[src/rtl/fss_pkg.sv]
package fss_pkg;

  typedef enum logic {
    MODE_PLANAR4 = 1'b0,
    MODE_MONO    = 1'b1
  } shift_mode_e;

  // Per-cycle window commands issued by the line controller to every plane.
  typedef struct packed {
    logic clr;       // line start: empty the window
    logic prime;     // priming load: shift a new word in at the right
    logic stage_wr;  // early load parked until the next boundary
    logic adv;       // 16-pixel boundary: slide window by one word
    logic byp;       // load arrives on the boundary cycle itself
  } win_ctrl_t;

endpackage

[src/rtl/fss_line_ctrl.sv]
module fss_line_ctrl
  import fss_pkg::*;
#(
  parameter int WORD_W        = 16,
  parameter int ACTIVE_GROUPS = 20,
  localparam int SCR_W        = $clog2(WORD_W),
  localparam int GRP_W        = $clog2(ACTIVE_GROUPS + 2)
) (
  input  logic             clk,
  input  logic             rst,
  input  logic             line_start,
  input  logic [SCR_W-1:0] scroll_in,
  input  logic             mono_in,
  input  logic             grp_load,
  input  logic             disp_en,
  output win_ctrl_t        ctrl,
  output logic [SCR_W:0]   offset,
  output shift_mode_e      mode_lat,
  output logic [GRP_W-1:0] line_groups
);

  localparam logic [1:0]       PRIMED    = 2'd2;
  localparam logic [SCR_W-1:0] LAST_PHASE = SCR_W'(WORD_W - 1);

  logic [1:0]       fill;
  logic [SCR_W-1:0] phase;
  logic [SCR_W-1:0] scroll_lat;

  always_comb begin
    ctrl          = '0;
    ctrl.clr      = line_start;
    ctrl.prime    = !line_start && grp_load && (fill != PRIMED);
    ctrl.adv      = !line_start && disp_en && (phase == LAST_PHASE);
    ctrl.byp      = ctrl.adv && grp_load && (fill == PRIMED);
    ctrl.stage_wr = !line_start && grp_load && (fill == PRIMED) && !ctrl.adv;
  end

  assign offset = {1'b0, phase} + {1'b0, scroll_lat};

  always_ff @(posedge clk) begin
    if (rst) begin
      fill        <= '0;
      phase       <= '0;
      scroll_lat  <= '0;
      mode_lat    <= MODE_PLANAR4;
      line_groups <= '0;
    end else if (line_start) begin
      fill        <= '0;
      phase       <= '0;
      scroll_lat  <= scroll_in;
      mode_lat    <= mono_in ? MODE_MONO : MODE_PLANAR4;
      line_groups <= GRP_W'(ACTIVE_GROUPS) + GRP_W'(scroll_in != '0);
    end else begin
      if (ctrl.prime) fill <= fill + 2'd1;
      if (disp_en) phase <= phase + 1'b1;
    end
  end

  assert_scroll_held_R7: assert property (@(posedge clk) disable iff (rst)
    !line_start |=> ($stable(scroll_lat) && $stable(mode_lat)));

  assert_line_restart_R9: assert property (@(posedge clk) disable iff (rst)
    line_start |=> (phase == '0 && fill == '0));

  assert_group_count_R4: assert property (@(posedge clk) disable iff (rst)
    line_start |=> (line_groups ==
                    GRP_W'(ACTIVE_GROUPS) + GRP_W'($past(scroll_in) != '0)));

endmodule

[src/rtl/fss_plane_window.sv]
module fss_plane_window
  import fss_pkg::*;
#(
  parameter int WORD_W = 16
) (
  input  logic                clk,
  input  logic                rst,
  input  win_ctrl_t           ctrl,
  input  logic [WORD_W-1:0]   din,
  output logic [2*WORD_W-1:0] win
);

  logic [WORD_W-1:0] cur;
  logic [WORD_W-1:0] nxt;
  logic [WORD_W-1:0] stage;

  assign win = {cur, nxt};

  always_ff @(posedge clk) begin
    if (rst || ctrl.clr) begin
      cur   <= '0;
      nxt   <= '0;
      stage <= '0;
    end else if (ctrl.prime) begin
      cur <= nxt;
      nxt <= din;
    end else if (ctrl.adv) begin
      cur   <= nxt;
      nxt   <= ctrl.byp ? din : stage;
      stage <= '0;
    end else if (ctrl.stage_wr) begin
      stage <= din;
    end
  end

  assert_window_slide_R9: assert property (@(posedge clk) disable iff (rst)
    (ctrl.adv && !ctrl.clr && !ctrl.prime) |=> (cur == $past(nxt)));

  assert_window_cleared_R9: assert property (@(posedge clk) disable iff (rst)
    ctrl.clr |=> (cur == '0 && nxt == '0));

endmodule

[src/rtl/fss_pixel_out.sv]
module fss_pixel_out
  import fss_pkg::*;
#(
  parameter int NPLANES = 4,
  parameter int WORD_W  = 16,
  localparam int SCR_W  = $clog2(WORD_W)
) (
  input  logic                                  clk,
  input  logic                                  rst,
  input  logic [NPLANES-1:0][2*WORD_W-1:0]      windows,
  input  logic [SCR_W:0]                        offset,
  input  shift_mode_e                           mode,
  input  logic                                  disp_en,
  output logic                                  pix_valid,
  output logic [NPLANES-1:0]                    pix_index
);

  localparam logic [SCR_W:0] TOP_BIT = (SCR_W+1)'(2*WORD_W - 1);

  logic [SCR_W:0]      sel;
  logic [NPLANES-1:0]  raw_bits;
  logic [NPLANES-1:0]  idx;

  assign sel = TOP_BIT - offset;

  for (genvar k = 0; k < NPLANES; k++) begin : g_pick
    assign raw_bits[k] = windows[k][sel];
  end

  always_comb begin
    if (mode == MODE_MONO) idx = {{(NPLANES-1){1'b0}}, raw_bits[0]};
    else                   idx = raw_bits;
  end

  always_ff @(posedge clk) begin
    if (rst) begin
      pix_valid <= 1'b0;
      pix_index <= '0;
    end else begin
      pix_valid <= disp_en;
      pix_index <= disp_en ? idx : '0;
    end
  end

  assert_blank_zero_R8: assert property (@(posedge clk) disable iff (rst)
    !disp_en |=> (!pix_valid && pix_index == '0));

  assert_pixel_strobe_R2: assert property (@(posedge clk) disable iff (rst)
    disp_en |=> pix_valid);

  assert_mono_upper_zero_R6: assert property (@(posedge clk) disable iff (rst)
    (disp_en && mode == MODE_MONO) |=> (pix_index[NPLANES-1:1] == '0));

endmodule

[src/rtl/fine_scroll_shifter.sv]
module fine_scroll_shifter
  import fss_pkg::*;
#(
  parameter int NPLANES       = 4,
  parameter int WORD_W        = 16,
  parameter int ACTIVE_GROUPS = 20,
  localparam int SCR_W        = $clog2(WORD_W),
  localparam int GRP_W        = $clog2(ACTIVE_GROUPS + 2)
) (
  input  logic                      clk,
  input  logic                      rst,
  input  logic                      line_start,
  input  logic [SCR_W-1:0]          scroll_in,
  input  logic                      mono_mode,
  input  logic                      grp_load,
  input  logic [NPLANES*WORD_W-1:0] grp_data,
  input  logic                      disp_en,
  output logic                      pix_valid,
  output logic [NPLANES-1:0]        pix_index,
  output logic [GRP_W-1:0]          line_groups
);

  win_ctrl_t                         ctrl;
  logic [SCR_W:0]                    offset;
  shift_mode_e                       mode_lat;
  logic [NPLANES-1:0][2*WORD_W-1:0]  windows;

  fss_line_ctrl #(
    .WORD_W        (WORD_W),
    .ACTIVE_GROUPS (ACTIVE_GROUPS)
  ) u_ctrl (
    .clk         (clk),
    .rst         (rst),
    .line_start  (line_start),
    .scroll_in   (scroll_in),
    .mono_in     (mono_mode),
    .grp_load    (grp_load),
    .disp_en     (disp_en),
    .ctrl        (ctrl),
    .offset      (offset),
    .mode_lat    (mode_lat),
    .line_groups (line_groups)
  );

  for (genvar k = 0; k < NPLANES; k++) begin : g_plane
    fss_plane_window #(
      .WORD_W (WORD_W)
    ) u_win (
      .clk  (clk),
      .rst  (rst),
      .ctrl (ctrl),
      .din  (grp_data[k*WORD_W +: WORD_W]),
      .win  (windows[k])
    );
  end

  fss_pixel_out #(
    .NPLANES (NPLANES),
    .WORD_W  (WORD_W)
  ) u_out (
    .clk       (clk),
    .rst       (rst),
    .windows   (windows),
    .offset    (offset),
    .mode      (mode_lat),
    .disp_en   (disp_en),
    .pix_valid (pix_valid),
    .pix_index (pix_index)
  );

  assert_reset_quiet_R1: assert property (@(posedge clk)
    rst |=> (!pix_valid && pix_index == '0 && line_groups == '0));

endmodule

[config.mk]
export PLATFORM = sky130hd
export DESIGN_NAME = fine_scroll_shifter
export DESIGN_NICKNAME = d
export VERILOG_FILES = /design/src/rtl/fss_pkg.sv /design/src/rtl/fss_line_ctrl.sv /design/src/rtl/fss_plane_window.sv /design/src/rtl/fss_pixel_out.sv /design/src/rtl/fine_scroll_shifter.sv
export SDC_FILE = /design/constraint.sdc
export NUM_CORES = 1
export LEC_CHECK = 0
export BUFFER_PORTS_ARGS = -buffer_cell sky130_fd_sc_hd__buf_4
export CAP_MARGIN = 40
export CORE_AREA = 4 4 119 206
export DETAILED_ROUTE_END_ITERATION = 7
export DIE_AREA = 0 0 123 210
export MAX_ROUTING_LAYER = met4
export PLACE_DENSITY = 0.59
export SYNTH_ARGS = -nofsm -noshare
export SYNTH_HDL_FRONTEND = slang
export SYNTH_SLANG_ARGS = --single-unit
[constraint.sdc]
create_clock -name clk -period 8.05 [get_ports clk]
set_clock_uncertainty 0.15 [all_clocks]
set_input_delay 0.4025 -clock clk [delete_from_list [all_inputs] [get_ports clk]]
set_output_delay 0.4025 -clock clk [all_outputs]
set_load 0.01 [all_outputs]
==> flow_metrics.py <==
metrics = {
    "floorplanning": {
        "start_util": 0.395,
        "io_pins": 84,
        "design.core.area_sq_mm": 0.0227,
        "die_y_um": 210,
        "rows": 73,
        "fp.dieW_um": 123,
        "die-area_sq_mm": 0.0258,
    },
    "logic_synthesis": {
        "ys_seq_elements": 210,
        "syn_inst": 1034,
        "ys.flop_type": "dfxtp_1",
        "syn_area_sq_mm": 0.00898,
        "synth_seq_area_share": 0.468,
        "yosysWarnings": 0,
        "synthArstFlopShare": 0,
        "syn_avg_cell_area_sq_um": 8.68,
        "synth_edf_count": 0,
        "synth_cell_types": 38,
    },
    "layout": {
        "fin_area_sq_mm": 0.0104,
        "nets": 1148,
        "utilization": 0.458,
        "fin_cells": 1380,
        "fill_cells": 2249,
        "syn_to_final_growth_pct": 16.0,
        "drive_above_1_share": 0.140,
        "n_antenna_cell": 0,
    },
    "status": {
        "outcome": "completed",
    },
    "power": {
        "power.total_mw": 2.24,
        "p_sw_frac": 0.239,
        "irDropWorstVdd_uv": 127,
        "pwr-share-comb": 0.097,
        "pwr-share-clk": 0.426,
        "p_seq_frac": 0.477,
        "power_leakage_nw": 3.55,
        "power.switching_mw": 0.536,
        "p_per_area_mw_per_mm2": 215,
        "internal_power_mw": 1.71,
    },
    "grt": {
        "grtUsageTotal": 0.185,
        "grt_pass1_vias": 7241,
        "antenna_found_initial": 0,
        "grt_pass1_wl_um": 37800,
        "gr-total-overflow": 0,
        "grt_max_degree": 83,
    },
    "timing": {
        "finalSetupViolCount": 0,
        "max_freq_ghz": 0.321,
        "worst_slew_pin_slew_ps": 933,
        "hold_viol_final": 0,
        "finalMaxSlewViolations": 0,
        "tns_ps": 0,
        "post-route-period-util": 0.387,
        "slew-limit-headroom": 0.373,
        "min_period_ps": 3120,
        "rsz0062_at_grt": "no",
    },
    "route": {
        "totalWireLength_um": 23000,
        "via_per_inst": 5.29,
        "wl_per_cell_um": 16.7,
        "vias": 7301,
        "dr.pass1.iters": 5,
        "drc": 0,
        "ant_nets": 0,
        "initialDrtViolationCount": 557,
    },
    "clocking": {
        "htree_levels": 1,
        "clkTransAtPathRegs_ps": 60,
        "clock_latency_ps": 490,
        "root_buffer": "clkbuf_16",
        "hold_buffers": 1,
        "ctsResizeCount": 0,
        "cts.path.max_buffers": 3,
        "cts_sinks": 210,
        "cts_buffers": 20,
        "post-cts-setup-buffer-count": 0,
        "cts_tree": "built",
    },
    "flow_run": {
        "drv_cap": 0,
    },
    "placed_design": {
        "place_hpwl_um": 14500,
        "io_buffers": 81,
        "dp_cells": 1344,
        "place_congestion": 0.827,
        "placed_cell_area_sq_mm": 0.00974,
    },
    "setup_path": {
        "critPathRequiredTime_ps": 8320,
        "cpMaxStageDelayCell": "buf_4",
        "cpPeakStageDelay_ps": 640,
        "cp_data_arrival_time_ps": 3390,
        "crit_fanout": 82,
        "crit_path_end_kind": "flip-flop",
        "path_class": "reg2reg",
        "crit_chain": "ha_1 -> nand2_2 -> nor4_4 -> or2_4 -> buf_12 -> buf_4 -> o21ai_0 -> a21oi_1",
        "worst_setup_path_start_kind": "flip-flop",
    },
    "worst_hold_path": {
        "hp-class": "in2reg",
    },
}
cells in the mapped netlist, drive strengths merged (6+ instances only):
| cell type | number | area share |
|---|---|---|
| a32oi | 8 | 0.0078 |
| o21ai | 65 | 0.036 |
| nor2b | 8 | 0.0056 |
| nor2 | 84 | 0.035 |
| nand4 | 6 | 0.0042 |
| nand3 | 20 | 0.011 |
| a22oi | 64 | 0.054 |
| xnor2 | 6 | 0.0059 |
| nand2 | 202 | 0.085 |
| clkbuf | 49 | 0.020 |
| ha | 6 | 0.0084 |
| mux2i | 80 | 0.089 |
| buf | 40 | 0.028 |
| mux4 | 14 | 0.035 |
| a311oi | 7 | 0.0068 |
| dfxtp | 210 | 0.47 |
| inv | 8 | 0.0033 |
| a21oi | 131 | 0.073 |
final timing paths:
path | startpoint | end | slack, ps | cells past startpoint
setup / recovery | u_ctrl.phase[0]$_SDFFE_PP0P_ | g_plane[1].u_win.nxt[10]$_SDFFE_PP0P_ | 4930 | 8
hold / removal | scroll_in[2] | u_ctrl.scroll_lat[2]$_SDFFE_PP0P_ | 10 | 3
setup reg to reg | u_ctrl.phase[0]$_SDFFE_PP0P_ | g_plane[1].u_win.nxt[10]$_SDFFE_PP0P_ | 4930 | 8
hold reg to reg | g_plane[2].u_win.cur[5]$_SDFFE_PP0P_ | g_plane[2].u_win.cur[5]$_SDFFE_PP0P_ | 300 | 2
sequential cells by signal, summed over array words and instances (netlist names), 2 cells and up:
register / count
u_out.pix_index: 4
u_ctrl.fill: 2
g_plane.u_win.nxt: 64
u_ctrl.phase: 4
u_ctrl.scroll_lat: 4
g_plane.u_win.stage: 64
u_ctrl.line_groups: 2
g_plane.u_win.cur: 64
worst max-delay path: cells and delay by family (launching register included):
kind / cells / cell delay, ps
simple gates: 3 / 990
fa+ha+maj: 1 / 190
compound gates: 2 / 320
flops: 1 / 400
buf+inv: 2 / 950
power groups by stage:
| stage | Sequential, mW | Combinational (mW) | Clock [mW] |
|---|---|---|---|
| 6_report | 1.07 | 0.217 | 0.955 |
| 5_1_grt | 1.07 | 0.237 | 1.02 |
| 4_1_cts | 1.07 | 0.219 | 0.981 |
| 3_5_place_dp | 1.09 | 0.218 | 0 |
| 3_3_place_gp | 1.09 | 0.211 | 0 |
| 2_1_floorplan | 1.09 | 0.138 | 0 |
kinds of logic (layout without fill, tap and decap cells):
kind of cell	count (synthesis)	count (layout)	synth area share
muxes	94	94	0.124
other	1	2	0.000418
adders and majority gates	7	7	0.0106
and+or+nand+nor	334	334	0.152
DFF	210	210	0.468
buffers and inverters	97	142	0.0514
xor gates and xnor gates	8	8	0.00864
AOI/OAI and AO/OA	283	283	0.184
area by class of cell:
class	count	area (sq um)	share of cell area
Clock inverter	5	75.1	0.00721
Timing Repair Buffer	99	778	0.0748
Sequential cell	210	4200	0.404
Inverter	8	30.0	0.00288
Multi-Input combinational cell	728	4370	0.420
Tap cell	300	375	0.0361
Clock buffer	30	579	0.0557
through the flow:
stage / hold WS (ps) / worst slack, ps
3_5_place_dp: 293 / 4870
3_3_place_gp: 288 / 4760
5_1_grt: 13.4 / 4580
6_report: 11.3 / 4930
4_1_cts: 1.40 / 4930
2_1_floorplan: 281 / 5460
cells in the final DEF, fill, tap and decap left out, types with 3 or more instances in the layout:
cell type / Yosys / layout
o21ai_0: 65 / 65
nor4_1: 4 / 4
inv_1: 8 / 8
a21oi_1: 131 / 131
clkbuf_1: 49 / 7
xnor2_1: 6 / 5
clkbuf_16: 0 / 21
clkinv_2: 0 / 3
dfxtp_1: 210 / 210
a32oi_1: 8 / 8
buf_4: 6 / 96
ha_1: 6 / 6
nand2_1: 201 / 201
nand3_1: 20 / 20
and3_1: 3 / 3
nor2b_1: 8 / 7
mux2i_1: 80 / 79
mux4_2: 14 / 14
nor2_1: 84 / 82
nand4_1: 6 / 6
a311oi_1: 7 / 7
a22oi_1: 64 / 64
routing by layer:
metal  up-vias  GRT usage  share of wire
met5         -          -              0
met4         0     0.0604          0.025
met3        35     0.0183          0.037
met2       150      0.332           0.53
met1      3458      0.215           0.40
li1       3658          -              -
(Power assumes the default switching activity.)
